**config.mk**
```make
export PLATFORM = sky130hd
export DESIGN_NAME = e1_red_alarm
export DESIGN_NICKNAME = d
export VERILOG_FILES = /design/src/rtl/e1ra_pkg.sv /design/src/rtl/e1ra_fas_run.sv /design/src/rtl/e1ra_interval.sv /design/src/rtl/e1ra_integrator.sv /design/src/rtl/e1_red_alarm.sv
export SDC_FILE = /design/constraint.sdc
export NUM_CORES = 1
export LEC_CHECK = 0
export ABC_AREA = 0
export BUFFER_PORTS_ARGS = -buffer_cell sky130_fd_sc_hd__buf_2
export CAP_MARGIN = 5
export CELL_PAD_IN_SITES_DETAIL_PLACEMENT = 1
export CELL_PAD_IN_SITES_GLOBAL_PLACEMENT = 1
export CORE_MARGIN = 8
export CORE_UTILIZATION = 45
export DETAILED_ROUTE_END_ITERATION = 8
export PLACE_DENSITY = 0.86
export SYNTH_ARGS = -nofsm -noshare
export SYNTH_HDL_FRONTEND = slang
export SYNTH_SLANG_ARGS = --single-unit
```
**constraint.sdc**
```tcl
create_clock -name clk_i -period 2.75 [get_ports clk_i]
set_input_delay 0.55 -clock clk_i [delete_from_list [all_inputs] [get_ports clk_i]]
set_output_delay 0.55 -clock clk_i [all_outputs]
set_load 0.05 [all_outputs]
```
**src/rtl/e1ra_pkg.sv**
```systemverilog
package e1ra_pkg;
  typedef enum logic {
    MODE_INTEG  = 1'b0,
    MODE_DIRECT = 1'b1
  } det_mode_e;
endpackage

```
**src/rtl/e1ra_fas_run.sv**
```systemverilog
module e1ra_fas_run #(
  parameter int THR_W   = 4,
  parameter int CLR_RUN = 2
) (
  input  logic             clk_i,
  input  logic             rst_ni,
  input  logic             clr_i,
  input  logic             en_i,
  input  logic             stb_i,
  input  logic             ok_i,
  input  logic [THR_W-1:0] thr_i,
  output logic             defect_o
);
  localparam int GW = $clog2(CLR_RUN + 1);
  localparam logic [GW-1:0] GOOD_LIM = GW'(CLR_RUN);

  logic [THR_W-1:0] bad_q, bad_nxt, thr_eff;
  logic [GW-1:0]    good_q, good_nxt;
  logic             def_q, def_nxt;

  assign thr_eff = (thr_i == '0) ? THR_W'(1) : thr_i;

  always_comb begin
    bad_nxt  = bad_q;
    good_nxt = good_q;
    def_nxt  = def_q;
    if (clr_i) begin
      bad_nxt  = '0;
      good_nxt = '0;
      def_nxt  = 1'b0;
    end else if (en_i && stb_i) begin
      if (!ok_i) begin
        good_nxt = '0;
        if (bad_q != '1) bad_nxt = bad_q + 1'b1;
        if (bad_nxt >= thr_eff) def_nxt = 1'b1;
      end else begin
        bad_nxt = '0;
        if (good_q < GOOD_LIM) good_nxt = good_q + 1'b1;
        if (good_nxt >= GOOD_LIM) def_nxt = 1'b0;
      end
    end
  end

  always_ff @(posedge clk_i or negedge rst_ni) begin
    if (!rst_ni) begin
      bad_q  <= '0;
      good_q <= '0;
      def_q  <= 1'b0;
    end else begin
      bad_q  <= bad_nxt;
      good_q <= good_nxt;
      def_q  <= def_nxt;
    end
  end

  assign defect_o = def_q;
endmodule

```
**src/rtl/e1ra_interval.sv**
```systemverilog
module e1ra_interval #(
  parameter int FRAMES = 32
) (
  input  logic clk_i,
  input  logic rst_ni,
  input  logic clr_i,
  input  logic en_i,
  input  logic stb_i,
  input  logic lof_i,
  output logic end_o,
  output logic flag_o
);
  localparam int FW = (FRAMES > 1) ? $clog2(FRAMES) : 1;
  localparam logic [FW-1:0] LAST = FW'(FRAMES - 1);

  logic [FW-1:0] frm_q;
  logic          hit_q;

  assign end_o  = en_i && stb_i && (frm_q == LAST);
  assign flag_o = hit_q | lof_i;

  always_ff @(posedge clk_i or negedge rst_ni) begin
    if (!rst_ni) begin
      frm_q <= '0;
      hit_q <= 1'b0;
    end else if (clr_i) begin
      frm_q <= '0;
      hit_q <= 1'b0;
    end else if (en_i) begin
      if (end_o) begin
        frm_q <= '0;
        hit_q <= 1'b0;
      end else begin
        if (stb_i) frm_q <= frm_q + 1'b1;
        hit_q <= hit_q | lof_i;
      end
    end
  end
endmodule

```
**src/rtl/e1ra_integrator.sv**
```systemverilog
module e1ra_integrator #(
  parameter int SET_LVL = 25,
  parameter int CW      = $clog2(SET_LVL + 1)
) (
  input  logic          clk_i,
  input  logic          rst_ni,
  input  logic          clr_i,
  input  logic          tick_i,
  input  logic          flag_i,
  output logic          alarm_o,
  output logic [CW-1:0] cnt_o
);
  localparam logic [CW-1:0] TOP = CW'(SET_LVL);

  logic [CW-1:0] cnt_q, cnt_nxt;
  logic          alm_q, alm_nxt;

  always_comb begin
    cnt_nxt = cnt_q;
    alm_nxt = alm_q;
    if (clr_i) begin
      cnt_nxt = '0;
      alm_nxt = 1'b0;
    end else if (tick_i) begin
      if (flag_i) begin
        if (cnt_q < TOP) cnt_nxt = cnt_q + 1'b1;
      end else if (cnt_q != '0) begin
        cnt_nxt = cnt_q - 1'b1;
      end
      if (cnt_nxt == TOP)      alm_nxt = 1'b1;
      else if (cnt_nxt == '0)  alm_nxt = 1'b0;
    end
  end

  always_ff @(posedge clk_i or negedge rst_ni) begin
    if (!rst_ni) begin
      cnt_q <= '0;
      alm_q <= 1'b0;
    end else begin
      cnt_q <= cnt_nxt;
      alm_q <= alm_nxt;
    end
  end

  assign alarm_o = alm_q;
  assign cnt_o   = cnt_q;
endmodule

```
**src/rtl/e1_red_alarm.sv**
```systemverilog
module e1_red_alarm
  import e1ra_pkg::*;
#(
  parameter int THR_W   = 4,
  parameter int CLR_RUN = 2,
  parameter int FRAMES  = 32,
  parameter int SET_LVL = 25
) (
  input  logic             clk_i,
  input  logic             rst_ni,
  input  logic             mode_i,
  input  logic             fas_stb_i,
  input  logic             fas_ok_i,
  input  logic             lof_i,
  input  logic [THR_W-1:0] fas_thr_i,
  input  logic             irq_en_i,
  output logic             alarm_o,
  output logic             chg_o,
  output logic             irq_o
);
  localparam int CW = $clog2(SET_LVL + 1);

  det_mode_e     mode_q;
  logic          mode_chg, dir_en, int_en;
  logic          dir_alarm, int_alarm, tick, flag, alarm_d_q;
  logic [CW-1:0] int_cnt;

  assign mode_chg = (det_mode_e'(mode_i) != mode_q);
  assign dir_en   = !mode_chg && (mode_q == MODE_DIRECT);
  assign int_en   = !mode_chg && (mode_q == MODE_INTEG);

  always_ff @(posedge clk_i or negedge rst_ni) begin
    if (!rst_ni) begin
      mode_q    <= MODE_INTEG;
      alarm_d_q <= 1'b0;
    end else begin
      mode_q    <= det_mode_e'(mode_i);
      alarm_d_q <= alarm_o;
    end
  end

  e1ra_fas_run #(.THR_W(THR_W), .CLR_RUN(CLR_RUN)) u_run (
    .clk_i(clk_i), .rst_ni(rst_ni), .clr_i(mode_chg), .en_i(dir_en),
    .stb_i(fas_stb_i), .ok_i(fas_ok_i), .thr_i(fas_thr_i), .defect_o(dir_alarm)
  );

  e1ra_interval #(.FRAMES(FRAMES)) u_ivl (
    .clk_i(clk_i), .rst_ni(rst_ni), .clr_i(mode_chg), .en_i(int_en),
    .stb_i(fas_stb_i), .lof_i(lof_i), .end_o(tick), .flag_o(flag)
  );

  e1ra_integrator #(.SET_LVL(SET_LVL), .CW(CW)) u_int (
    .clk_i(clk_i), .rst_ni(rst_ni), .clr_i(mode_chg), .tick_i(tick),
    .flag_i(flag), .alarm_o(int_alarm), .cnt_o(int_cnt)
  );

  // inactive engine is held clear, so OR selects the active one
  assign alarm_o = dir_alarm | int_alarm;
  assign chg_o   = alarm_o ^ alarm_d_q;
  assign irq_o   = chg_o & irq_en_i;
endmodule

```
==> impl.org, run 1 <==
** Outcome
- The flow ran to the end, and the final reports show no timing, DRC or antenna violations.

** Synth
- The number of nets handed over by synthesis was 184.
- sky130_fd_sc_hd__dfrtp_1 takes more of the synthesized area than any other cell.
- Share of the synthesized area in the top cell type :: 36.36%
- Of the synthesized area, sequential elements account for 36.36%.
- Distinct cell type count after synthesis :: 50
- Count of flip-flops with a built-in enable after synthesis :: 0
- Summing the areas of all compound-gate instances in the mapped netlist gives 24.33% of the synthesized area.
- After Yosys synthesis, and, or, nand and nor cells account for 19.13% of the synthesized area.
- Flop and latch count out of synthesis :: 21
- Post-Synthesis Mean Instance Area :: 9.032 sq um
- Summing the areas of all xor and xnor instances in the mapped netlist gives 1.818% of the synthesized area.
- By area the synthesized netlist is led by sky130_fd_sc_hd__dfrtp_1 (36%), sky130_fd_sc_hd__ha_1 (11%), sky130_fd_sc_hd__nand2_1 (3.9%).
- Synth Flop Type :: sky130_fd_sc_hd__dfrtp_1
- Largest family of logic cells by synthesized area :: compound AO/OA/AOI/OAI gates
- After synthesis the cells add up to 1445 sq um.
- Arithmetic-cell share of the synthesized area counting full adders, half adders and majority gates :: 11.26%
- Fraction of synthesized area in multiplexers :: 2.165%
- After synthesis, the share of flip-flops with an asynchronous set or reset is 100.0%.
- Synthesis handed over a netlist of 160 instances.
- Count of warnings emitted by yosys :: 0

** Timing
- Hold Worst Slack :: 0.1759 ns
- Slew Limit Headroom :: 68.02%
- Setup repair after global routing left no endpoint under its margin.
- Setup violations remaining at the end of the flow were counted as 0.
- The clock period could shrink to 2.389 ns.
- Transition time of the tightest slew-check pin :: 0.4797 ns
- Based on the critical path, the design can be clocked at up to 418.6 MHz.
- Total count of max-transition violations in the final report :: 0
- The final hold violation count came to 0.
- Setup total negative slack on the finished layout was measured at 0 ns.
- For the final database, setup skew stands at 0.006079 ns.
- Post-route fraction of the period consumed by the critical path :: 86.86%

** Clock tree
- Once the clock tree was built, the setup fixing pass inserted 0 buffers.
- At the later pin of the worst-skew pair, clock insertion delay measures 0.32 ns.
- CTS clock-pin slew for the worst setup and hold paths :: 0.12 ns
- CTS built an H-tree with a depth of 1.
- Post-cts hold buffer count :: 0
- Once the clock tree was built, the resizer swapped 0 gates to a different size.
- Bufs on Longest Clock Path :: 2
- TritonCTS built the clock tree.
- TritonCTS sink count :: 21
- Inserted Clock Buffers :: 3
- The tree is rooted in a sky130_fd_sc_hd__clkbuf_4.

** Floorplan
- The floorplan has 20 rows.
- Area of the core :: 3053 sq um
- Horizontal die dimension :: 72.67 microns
- Total I/O pin count :: 14
- Initial cell density of the core :: 47.34%
- The floorplan step set the die height to 72.67 microns.
- The floorplan step defined a die boundary enclosing 5281 sq um.

** Power and ir drop
- NetSw :: 197.9 uW
- Clock share of power :: 24.1%
- The analysis attributes to cell leakage a power of 0.0007654 uW.
- Sequential cells account for 53.8% of the total power.
- Per report_power, the combinational group accounts for 22.1% of the total.
- Net switching is 31.16% of the power.
- Total power density per cell area :: 403.9 nW/um^2
- Internal power comes to 437.3 uW.
- Worst IR drop on VDD :: 0.3257 mV

** Global routing
- First-pass GRT wire length :: 6210 microns
- Via count of the first global-routing pass :: 1380
- Global routing finished with a remaining overflow of 0.
- Entering global routing, the biggest net connects 22 pins.
- Overall Global Routing Usage :: 14.77%
- The number of antenna violations at the first check in global routing came to 0.

** Cells and area
- Net count reported at finish :: 197
- Most common library cell in the layout ignoring fill and taps :: sky130_fd_sc_hd__dfrtp_1
- Relative to the synthesized area, the layout overhead comes to 8.831%.
- The top cell types in the final layout, fill and taps aside, are sky130_fd_sc_hd__dfrtp_1 (21), sky130_fd_sc_hd__nand2_1 (15), sky130_fd_sc_hd__ha_1 (13), sky130_fd_sc_hd__buf_2 (13), sky130_fd_sc_hd__nor2_1 (12).
- The number of antenna diodes in the final layout is 0.
- Share of layout cells above drive strength 1 :: 16.86%

** Worst setup path
- Data arrives at the worst endpoint at 2.61 ns.
- STA classifies the critical path startpoint as a flip-flop.
- Source of the worst register-to-register timing path :: u_int.cnt_o[0]
- Along the worst path, the maximum fanout reaches 7.
- CP Capture Type :: flip-flop
- Data on the critical path is required at its endpoint by 2.97 ns.
- The worst setup path is of the reg -> reg kind.
- Worst Reg2Reg Path Length in Cells :: 8
- For flop-to-flop paths, the worst setup slack is 0.36 ns.
- RR Endpoint :: u_int.alarm_o

** Worst hold path
- The path class of the tightest hold or removal check is in -> async.

** Placement
- The congestion estimate from routability-driven global placement came to 0.8742.
- Once detailed placement completed, the half-perimeter wirelength came to 2792 microns.
- Port buffer count :: 13

** Flow run
- Max_cap viols :: 0

** Drt
- The routed design has 3586 microns of wire.
- The detailed router placed 1256 vias in this run.
- Before antenna repair, the detailed router went through 4 iterations.
- Remaining number of nets flagged by the antenna check after routing :: 0
- For this block, the initial DRC count from the detailed router was 36.
- In the routed design, unresolved DRC markers number 0.
- After detailed routing, the average wire length per cell comes to 16.60 microns.
- Using the TritonRoute via totals, the vias-per-cell ratio works out to 5.815.
state kept, by name (all words and copies together) (netlist names), 2 cells and up:
register      flops
u_int.cnt_o       5
u_ivl.frm_q       5
u_run.bad_q       4
u_run.good_q      2
metrics by stage:
stage	util (%)	instance area [sq um]	power [uW]	worst slack [ns]	std cells
6_report	51.52	1573	635.2	0.3614	216
5_1_grt	51.52	1573	677.5	0.2395	216
4_1_cts	51.52	1573	647.3	0.3597	216
3_5_place_dp	50.66	1546	489.7	0.3761	212
3_3_place_gp	50.66	1546	477.3	0.5098	212
2_1_floorplan	-	1445	442.6	0.02423	160
cell type report:
class | instances | area, sq um
Tap cell | 44 | 55.05
Sequential cell | 21 | 525.5
Fill cell | 375 | 1480
Inverter | 12 | 45.04
Multi-Input combinational cell | 121 | 848.3
Timing Repair Buffer | 14 | 72.57
Clock buffer | 4 | 26.28
layer usage:
layer | wire length (microns) | GRT usage (%)
met1 | 1460 | 14.92
met2 | 1903 | 26.94
met3 | 128 | 3.709
met4 | 93 | 8.000
met5 | 0 | 0
how the worst max path moves through the flow:
| stage | start | endpoint | slack (ns) |
|---|---|---|---|
| 2_1_floorplan | u_int.alarm_o | irq_o | 0.02 |
| 5_1_grt | u_int.cnt_o[0] | u_int.alarm_o | 0.24 |
| 3_5_place_dp | u_run.bad_q[0] | u_run.defect_o | 0.38 |
| 6_report | u_int.cnt_o[0] | u_int.alarm_o | 0.36 |
| 4_1_cts | u_int.cnt_o[0] | u_int.alarm_o | 0.36 |
| 3_3_place_gp | u_run.bad_q[0] | u_run.defect_o | 0.51 |
worst max-delay path, stage by stage (launching register included):
cell and delay, ns:
sky130_fd_sc_hd__dfrtp_1 0.46, sky130_fd_sc_hd__inv_1 0.12, sky130_fd_sc_hd__ha_1 0.21, sky130_fd_sc_hd__or4b_4 0.51, sky130_fd_sc_hd__and3_4 0.20, sky130_fd_sc_hd__a211oi_2 0.25
sky130_fd_sc_hd__a2111oi_2 0.09, sky130_fd_sc_hd__and4b_1 0.23, sky130_fd_sc_hd__nor4_2 0.21
cell families after synthesis:
group                      Yosys count
DFF                                 21
buffers and inverters               18
adders and majority gates           13
and+or+nand+nor                     52
muxes                                3
AOI/OAI and AO/OA                   50
xor gates and xnor gates             3
synthesized netlist by cell type, types with 2 or more instances:
cell type	instances
sky130_fd_sc_hd__a21o_1	2
sky130_fd_sc_hd__inv_1	11
sky130_fd_sc_hd__nand2b_1	2
sky130_fd_sc_hd__a31oi_1	2
sky130_fd_sc_hd__a21oi_1	10
sky130_fd_sc_hd__a22o_1	5
sky130_fd_sc_hd__nor2_1	12
sky130_fd_sc_hd__ha_1	13
sky130_fd_sc_hd__clkbuf_1	5
sky130_fd_sc_hd__mux2i_1	2
sky130_fd_sc_hd__a22oi_1	2
sky130_fd_sc_hd__nand3_1	4
sky130_fd_sc_hd__and3_1	3
sky130_fd_sc_hd__o31ai_1	3
sky130_fd_sc_hd__nand2_1	15
sky130_fd_sc_hd__nor3_1	3
sky130_fd_sc_hd__xnor2_1	2
sky130_fd_sc_hd__dfrtp_1	21
sky130_fd_sc_hd__o21ai_1	8
sky130_fd_sc_hd__and2_1	2
sky130_fd_sc_hd__o21ai_0	3
sky130_fd_sc_hd__or3_1	2
power by group through the flow:
stage	Clock [uW]	Combinational, uW	Sequential (uW)
floorplan	0	99.7	343
global placement	0	132	345
detailed placement	0	142	348
CTS	163	143	342
global route	172	162	344
finish	153	141	342
Note: power is estimated with default switching activity, not from simulation.
==> run 2: changes to the inputs <==
Settings changed: PLACE_DENSITY 0.86 to not set, PLACE_DENSITY_LB_ADDON set to 0.1.
==> impl.org, run 2 (synthesized netlist as in run 1, its figures left out) <==
** Timing
- The setup TNS is 0 ns (unchanged).
- The final hold slack came to 0.1813 ns (was 0.1759 ns).
- The maximum clock rate is 420.2 MHz (was 418.6 MHz).
- The final critical path time including I/O delays and setup was 2.380 ns (was 2.389 ns).
- Final setup violation count :: 0 (unchanged)
- Unrepaired setup endpoints after global routing :: false (unchanged)
- The final hold violation count came to 0 (unchanged).
- Post-route fraction of the period consumed by the critical path :: 86.55% (was 86.86%)
- The transition at the pin with the smallest max-transition slack is 0.4659 ns (was 0.4797 ns).
- The worst max-slew margin expressed relative to the limit was 68.94% (was 68.02%).
- Clk_skew :: 0.005856 ns (was 0.006079 ns)
- Total count of max-transition violations in the final report :: 0 (unchanged)

** Power and ir drop
- The portion of total power attributed to combinational logic was 22.3% (was 22.1%).
- The switching power was 192.3 uW (was 197.9 uW).
- Portion of total power attributed to sequential cells :: 54.1% (was 53.8%)
- Sw frac :: 30.47% (was 31.16%)
- Clock share of power :: 23.7% (was 24.1%)
- Internal Pwr Total :: 438.8 uW (was 437.3 uW)
- Total power density per cell area :: 399.4 nW/um^2 (was 403.9 nW/um^2)
- The maximum VDD drop was 0.2588 mV (was 0.3257 mV).
- Leakage power :: 0.0007702 uW (was 0.0007654 uW)

** Clock tree
- CTS clock-pin slew for the worst setup and hold paths :: 0.12 ns (about the same)
- The H-tree depth is 1 (unchanged).
- The buffers inserted during post-CTS setup optimization is 0 (unchanged).
- Insertion delay to the later sink of the worst-skew pair :: 0.30 ns (was 0.32 ns)
- Buffer type at the clock tree root :: sky130_fd_sc_hd__clkbuf_4 (unchanged)
- Inserted Clock Buffers :: 3 (unchanged)
- Post-cts hold buffer count :: 0 (unchanged)
- TritonCTS sink count :: 21 (unchanged)
- Count of instances resized after the clock tree is built :: 0 (unchanged)
- The clock tree buffer depth is 2 (unchanged).
- The CTS tree is done (unchanged).

** Drt
- The total wire length after detailed routing was 3326 microns (was 3586 microns).
- Initial DRC count :: 78 (was 36)
- Detailed-routed wire length on met3 :: 84 microns (was 128 microns)
- The total routed wire length on the met1 layer was 1545 microns (was 1460 microns).
- The count of unresolved DRC violations after routing came to 0 (unchanged).
- Drt first pass iters :: 4 (unchanged)
- Uppermost layer routed :: met4 (unchanged)
- Routed WL per cell :: 15.33 microns (was 16.60 microns)
- The via count of the routed design is 1240 (was 1256).
- Post-DR vias/cell :: 5.714 (was 5.815)
- The routed length on met2 came to 1676 microns (was 1903 microns).
- The number of antenna-violating nets in the routed design was 0 (unchanged).

** Placement
- Post-DP HPWL :: 2659 microns (was 2792 microns)
- Port buffer count :: 13 (unchanged)
- The number of placed instances, taps included is 213 (was 212).
- The global placement routability congestion was 0.8430 (was 0.8742).

** Global routing
- Largest net degree at the start of global routing :: 22 (unchanged)
- The aggregate global routing overflow is 0 (unchanged).
- Via count of the first global-routing pass :: 1331 (was 1380)
- The total routing usage reported by global routing came to 13.92% (was 14.77%).
- The global-route wire length before repair is 6078 microns (was 6210 microns).
- The number of antenna violations at the first check in global routing was 0 (unchanged).

** Worst setup path
- Worst Path Max Fanout :: 7 (unchanged)
- CP Capture Type :: flip-flop (unchanged)
- The data required time at the worst endpoint was 2.97 ns (about the same).
- The arrival time at the worst endpoint came to 2.60 ns (was 2.61 ns).
- CP Launch Type :: flip-flop (unchanged)
- The type of the worst setup path is reg -> reg (unchanged).

** Cells and area
- Net count reported at finish :: 198 (was 197)
- Top library cells by usage in the layout, fill and taps aside :: sky130_fd_sc_hd__dfrtp_1 (21), sky130_fd_sc_hd__nand2_1 (15), sky130_fd_sc_hd__ha_1 (13), sky130_fd_sc_hd__buf_2 (13), sky130_fd_sc_hd__nor2_1 (12) (unchanged)
- The most common cell after layout, fill and taps aside is sky130_fd_sc_hd__dfrtp_1 (unchanged).
- The count of non-filler cells in the finished layout is 217 (was 216).
- Multi-input gate area in the final layout :: 848.3 sq um (unchanged)
- Area delta synth->final :: 9.351% (was 8.831%)
- The fill cell instance count of the final layout came to 374 (was 375).
- The share of the core filled with cells came to 51.76% (was 51.52%).
- The share of layout cells above drive strength 1 was 17.34% (was 16.86%).
- Inserted Diodes :: 0 (unchanged)
- The storage element area came to 525.5 sq um (unchanged).

** Floorplan
- The die span in y is 72.67 microns (unchanged).
- Area of the core :: 3053 sq um (unchanged)
- Total I/O pin count :: 14 (unchanged)
- The count of standard-cell rows came to 20 (unchanged).
- The horizontal extent of the die was 72.67 microns (unchanged).
- The initial standard-cell utilization of the core is 47.34% (unchanged).
- The area enclosed by the die boundary is 5281 sq um (unchanged).

** Outcome
- Result of the run: finished, final reports clean (unchanged).

** Worst hold path
- The type of the most critical hold path is in -> async (unchanged).

** Flow run
- The max-capacitance violation count is 0 (unchanged).
run 2: area by class of cell:
cell class	count	share of cell area (%)
Tap cell	44	3.484
Multi-Input combinational cell	121	53.68
Timing Repair Buffer	15	5.067
Sequential cell	21	33.25
Clock buffer	4	1.663
Inverter	12	2.850
run 2: through the flow:
step	power (uW)	instance area, sq um	setup WS, ns
5_1_grt	671.2	1580	0.1882
3_5_place_dp	490.4	1554	0.3812
2_1_floorplan	442.6	1445	0.02423
4_1_cts	640.4	1580	0.3509
3_3_place_gp	481.9	1554	0.4933
6_report	631.1	1580	0.3700
run 2: worst paths after layout:
path | end | slack, ns | cells after the start | from
max | u_int.alarm_o | 0.37 | 8 | u_int.cnt_o[0]
min | u_int.cnt_o[1] | 0.18 | 1 | rst_ni
max reg2reg | u_int.alarm_o | 0.37 | 8 | u_int.cnt_o[0]
min reg2reg | u_run.good_q[0] | 0.51 | 2 | u_run.good_q[0]
max in group asynchronous | u_ivl.frm_q[0] | 2.24 | 1 | rst_ni
min in group clk_i | mode_q | 0.39 | 1 | mode_i
run 2: worst max-delay path, cell delays in order, from the launching register on:
cell,delay (ns)
sky130_fd_sc_hd__dfrtp_1,0.47
sky130_fd_sc_hd__inv_1,0.12
sky130_fd_sc_hd__ha_1,0.21
sky130_fd_sc_hd__or4b_4,0.51
sky130_fd_sc_hd__and3_4,0.20
sky130_fd_sc_hd__a211oi_2,0.27
sky130_fd_sc_hd__a2111oi_2,0.09
sky130_fd_sc_hd__and4b_1,0.23
sky130_fd_sc_hd__nor4_2,0.19
run 2: power groups by stage:
stage          combinational [uW]  clock [uW]  sequential (uW)
6_report                      141         149              341
5_1_grt                       163         164              345
4_1_cts                       144         156              341
3_5_place_dp                  143           0              347
3_3_place_gp                  137           0              345
2_1_floorplan                99.7           0              343
run 2: routing by layer:
layer	up-vias	global-route usage [%]
met5	-	0
met4	0	2.889
met3	2	2.885
met2	10	23.66
met1	622	17.51
li1	606	-
==> run 3: changes to the inputs <==
Settings changed: CELL_PAD_IN_SITES_DETAIL_PLACEMENT 1 to 0, CORE_UTILIZATION 45 to 48, SLEW_MARGIN set to 10.
Clock period 2.75 ns to 2.95 ns, I/O delays scaled along.
==> impl.org, run 3 (synthesized netlist as in run 1, its figures left out) <==
** Clock tree
- The CTS tree is done (unchanged).
- The clock slew at the register clock pins of the worst setup and hold paths came to 0.12 ns (about the same).
- Inserted Clock Buffers :: 3 (unchanged)
- Insertion delay to the later sink of the worst-skew pair :: 0.30 ns (about the same)
- TritonCTS sink count :: 21 (unchanged)
- The H-tree depth was 1 (unchanged).
- The buffers inserted during post-CTS setup optimization came to 0 (unchanged).
- Post-cts hold buffer count :: 0 (unchanged)
- Buffer type at the clock tree root :: sky130_fd_sc_hd__clkbuf_4 (unchanged)
- The post-cts sizing count is 0 (unchanged).
- Bufs on Longest Clock Path :: 2 (unchanged)

** Drt
- The total wire length after detailed routing was 3054 microns (was 3326 microns).
- Routed WL per cell :: 14.83 microns (was 15.33 microns)
- The DRC marker count from the first detailed-route iteration is 97 (was 78).
- The number of iterations in the first detailed-routing pass came to 4 (unchanged).
- Residual DRC :: 0 (unchanged)
- The via density per instance came to 5.947 (was 5.714).
- Overall via count from detail_route :: 1225 (was 1240)
- Remaining number of nets flagged by the antenna check after routing :: 0 (unchanged)

** Worst setup path
- RR Endpoint :: u_int.alarm_o (unchanged)
- Cells along the critical path :: inv_1 > ha_1 > or4b_4 > and3_4 > a211oi_2 > a2111oi_2 > and4b_1 > nor4_2 (unchanged)
- The arrival time at the worst endpoint is 2.62 ns (was 2.60 ns).
- The cell depth of the worst flop-to-flop path came to 8 (unchanged).
- Register-to-register path setup slack :: 0.55 ns (was 0.37 ns)
- The critical-path cell with the highest stage delay is sky130_fd_sc_hd__or4b_4 (unchanged).
- Source of the worst register-to-register timing path :: u_int.cnt_o[0] (unchanged)
- Critical path class :: reg -> reg (unchanged)
- Worst Path Max Fanout :: 7 (unchanged)
- The type of destination of the critical path was a flip-flop (unchanged).
- Req. time, crit path :: 3.17 ns (was 2.97 ns)
- The longest individual stage delay on the worst path was 0.51 ns (about the same).
- CP Launch Type :: flip-flop (unchanged)

** Global routing
- The number of antenna violations at the first check in global routing came to 0 (unchanged).
- The total routing usage reported by global routing came to 13.03% (was 13.92%).
- The largest net degree at the start of global routing was 22 (unchanged).
- The aggregate global routing overflow was 0 (unchanged).
- The global-route wire length before repair is 5313 microns (was 6078 microns).
- Via count of the first global-routing pass :: 1236 (was 1331)

** Timing
- The worst max-slew margin expressed relative to the limit was 67.44% (was 68.94%).
- The final hold violation count is 0 (unchanged).
- Transition time of the tightest slew-check pin :: 0.4884 ns (was 0.4659 ns)
- The maximum clock rate is 416.6 MHz (was 420.2 MHz).
- The number of failing setup endpoints in the final timing report was 0 (unchanged).
- Hold Worst Slack :: 0.2283 ns (was 0.1813 ns)
- The final critical path time including I/O delays and setup was 2.400 ns (was 2.380 ns).
- Unrepaired setup endpoints after global routing :: false (unchanged)
- The period utilization is 81.37% (was 86.55%).
- Setup TNS Final :: 0 ns (unchanged)
- The worst clock skew on the final layout came to 0.001633 ns (was 0.005856 ns).
- The number of pins with negative max-slew slack in the final report is 0 (unchanged).

** Power and ir drop
- The maximum VDD drop was 0.2574 mV (was 0.2588 mV).
- Internal Pwr Total :: 406.8 uW (was 438.8 uW)
- The switching power was 182.1 uW (was 192.3 uW).
- The leakage power total came to 0.0007729 uW (was 0.0007702 uW).
- The relative contribution of the clock network to total power is 24.1% (was 23.7%).
- The areal power density over the cells was 375.7 nW/um^2 (was 399.4 nW/um^2).
- The portion of total power attributed to combinational logic is 22.1% (was 22.3%).
- Overall power :: 589.0 uW (was 631.1 uW)
- The switching share of power is 30.93% (was 30.47%).
- Portion of total power attributed to sequential cells :: 53.9% (was 54.1%)

** Cells and area
- The most common cell after layout, fill and taps aside is sky130_fd_sc_hd__dfrtp_1 (unchanged).
- The count of non-filler cells in the finished layout is 206 (was 217).
- The antenna diode count was 0 (unchanged).
- Share of layout cells above drive strength 1 :: 17.92% (was 17.34%)
- Top library cells by usage in the layout, fill and taps aside :: sky130_fd_sc_hd__dfrtp_1 (21), sky130_fd_sc_hd__nand2_1 (15), sky130_fd_sc_hd__ha_1 (13), sky130_fd_sc_hd__buf_2 (13), sky130_fd_sc_hd__nor2_1 (12) (unchanged)
- The final net count is 198 (unchanged).
- The synthesis-to-layout area growth came to 8.485% (was 9.351%).

** Placement
- The global placement routability congestion is 0.8521 (was 0.8430).
- Post-DP HPWL :: 2355 microns (was 2659 microns)
- Port buffer count :: 13 (unchanged)
- Cell count after placement :: 202 (was 213)

** Worst hold path
- Worst hold-check path type :: in -> async (unchanged)

** Floorplan
- The count of standard-cell rows is 20 (unchanged).
- Initial cell density of the core :: 48.94% (was 47.34%)
- Area of the core :: 2953 sq um (was 3053 sq um)
- The area enclosed by the die boundary is 5023 sq um (was 5281 sq um).
- The I/O pin total came to 14 (unchanged).
- Horizontal die dimension :: 70.87 microns (was 72.67 microns)
- The die span in y came to 70.87 microns (was 72.67 microns).

** Flow run
- Max_cap viols :: 0 (unchanged)

** Outcome
- Result of the run: finished, final reports clean (unchanged).
==> run 3: changes by cell type in the layout (fill, tap and decap cells not counted), sizes merged <==
cell,before,now
clkbuf,4,3
clkinv,0,1
==> run 3: worst max path at each step <==
| stage | startpoint | to | slack [ns] | cells after the start |
|---|---|---|---|---|
| after floorplan | u_int.alarm_o | irq_o | 0.18 | 3 |
| after global placement | u_run.bad_q[0] | u_run.defect_o | 0.67 | 9 |
| after detailed placement | u_int.cnt_o[0] | u_int.alarm_o | 0.58 | 8 |
| after CTS | u_int.cnt_o[0] | u_int.alarm_o | 0.55 | 8 |
| after global routing | u_int.cnt_o[0] | u_int.alarm_o | 0.47 | 8 |
| final | u_int.cnt_o[0] | u_int.alarm_o | 0.55 | 8 |
==> run 3: layout make-up <==
class	instances	area, sq um
clock buffers	3	22.52
clock inverters	1	5.005
fillers	302	1385
inverters	12	45.04
multi-input cells	121	848.3
flip-flops and latches	21	525.5
well taps	33	41.29
repair buffers	15	80.08
==> run 3: power groups by stage <==
| stage | sequential, uW | combinational, uW | clock [uW] |
|---|---|---|---|
| floorplan | 320 | 93.0 | 0 |
| global placement | 322 | 127 | 0 |
| detailed placement | 323 | 132 | 0 |
| CTS | 317 | 132 | 152 |
| global route | 321 | 149 | 161 |
| finish | 317 | 130 | 142 |
==> run 3: through the flow <==
| stage | cell area, sq um | worst slack, ns | util, % |
|---|---|---|---|
| 6_report | 1568 | 0.5497 | 53.09 |
| 5_1_grt | 1568 | 0.4712 | 53.09 |
| 4_1_cts | 1568 | 0.5549 | 53.09 |
| 3_5_place_dp | 1540 | 0.5762 | 52.16 |
| 3_3_place_gp | 1540 | 0.6732 | 52.16 |
| 2_1_floorplan | 1445 | 0.1842 | - |
==> run 3: critical path: cells and delay by family (launching register included) <==
| family | cells | cell delay (ns) |
|---|---|---|
| AOI/OAI and AO/OA | 2 | 0.34 |
| and+or+nand+nor | 4 | 1.16 |
| DFF | 1 | 0.47 |
| buffers and inverters | 1 | 0.12 |
| adders and majority gates | 1 | 0.22 |
==> run 3: routing by layer <==
metal	routed length (microns)	global-route usage (%)	vias up
met4	31	5.312	0
met5	0	0	-
met3	118	3.814	4
met2	1496	21.11	15
li1	-	-	608
met1	1407	15.72	598
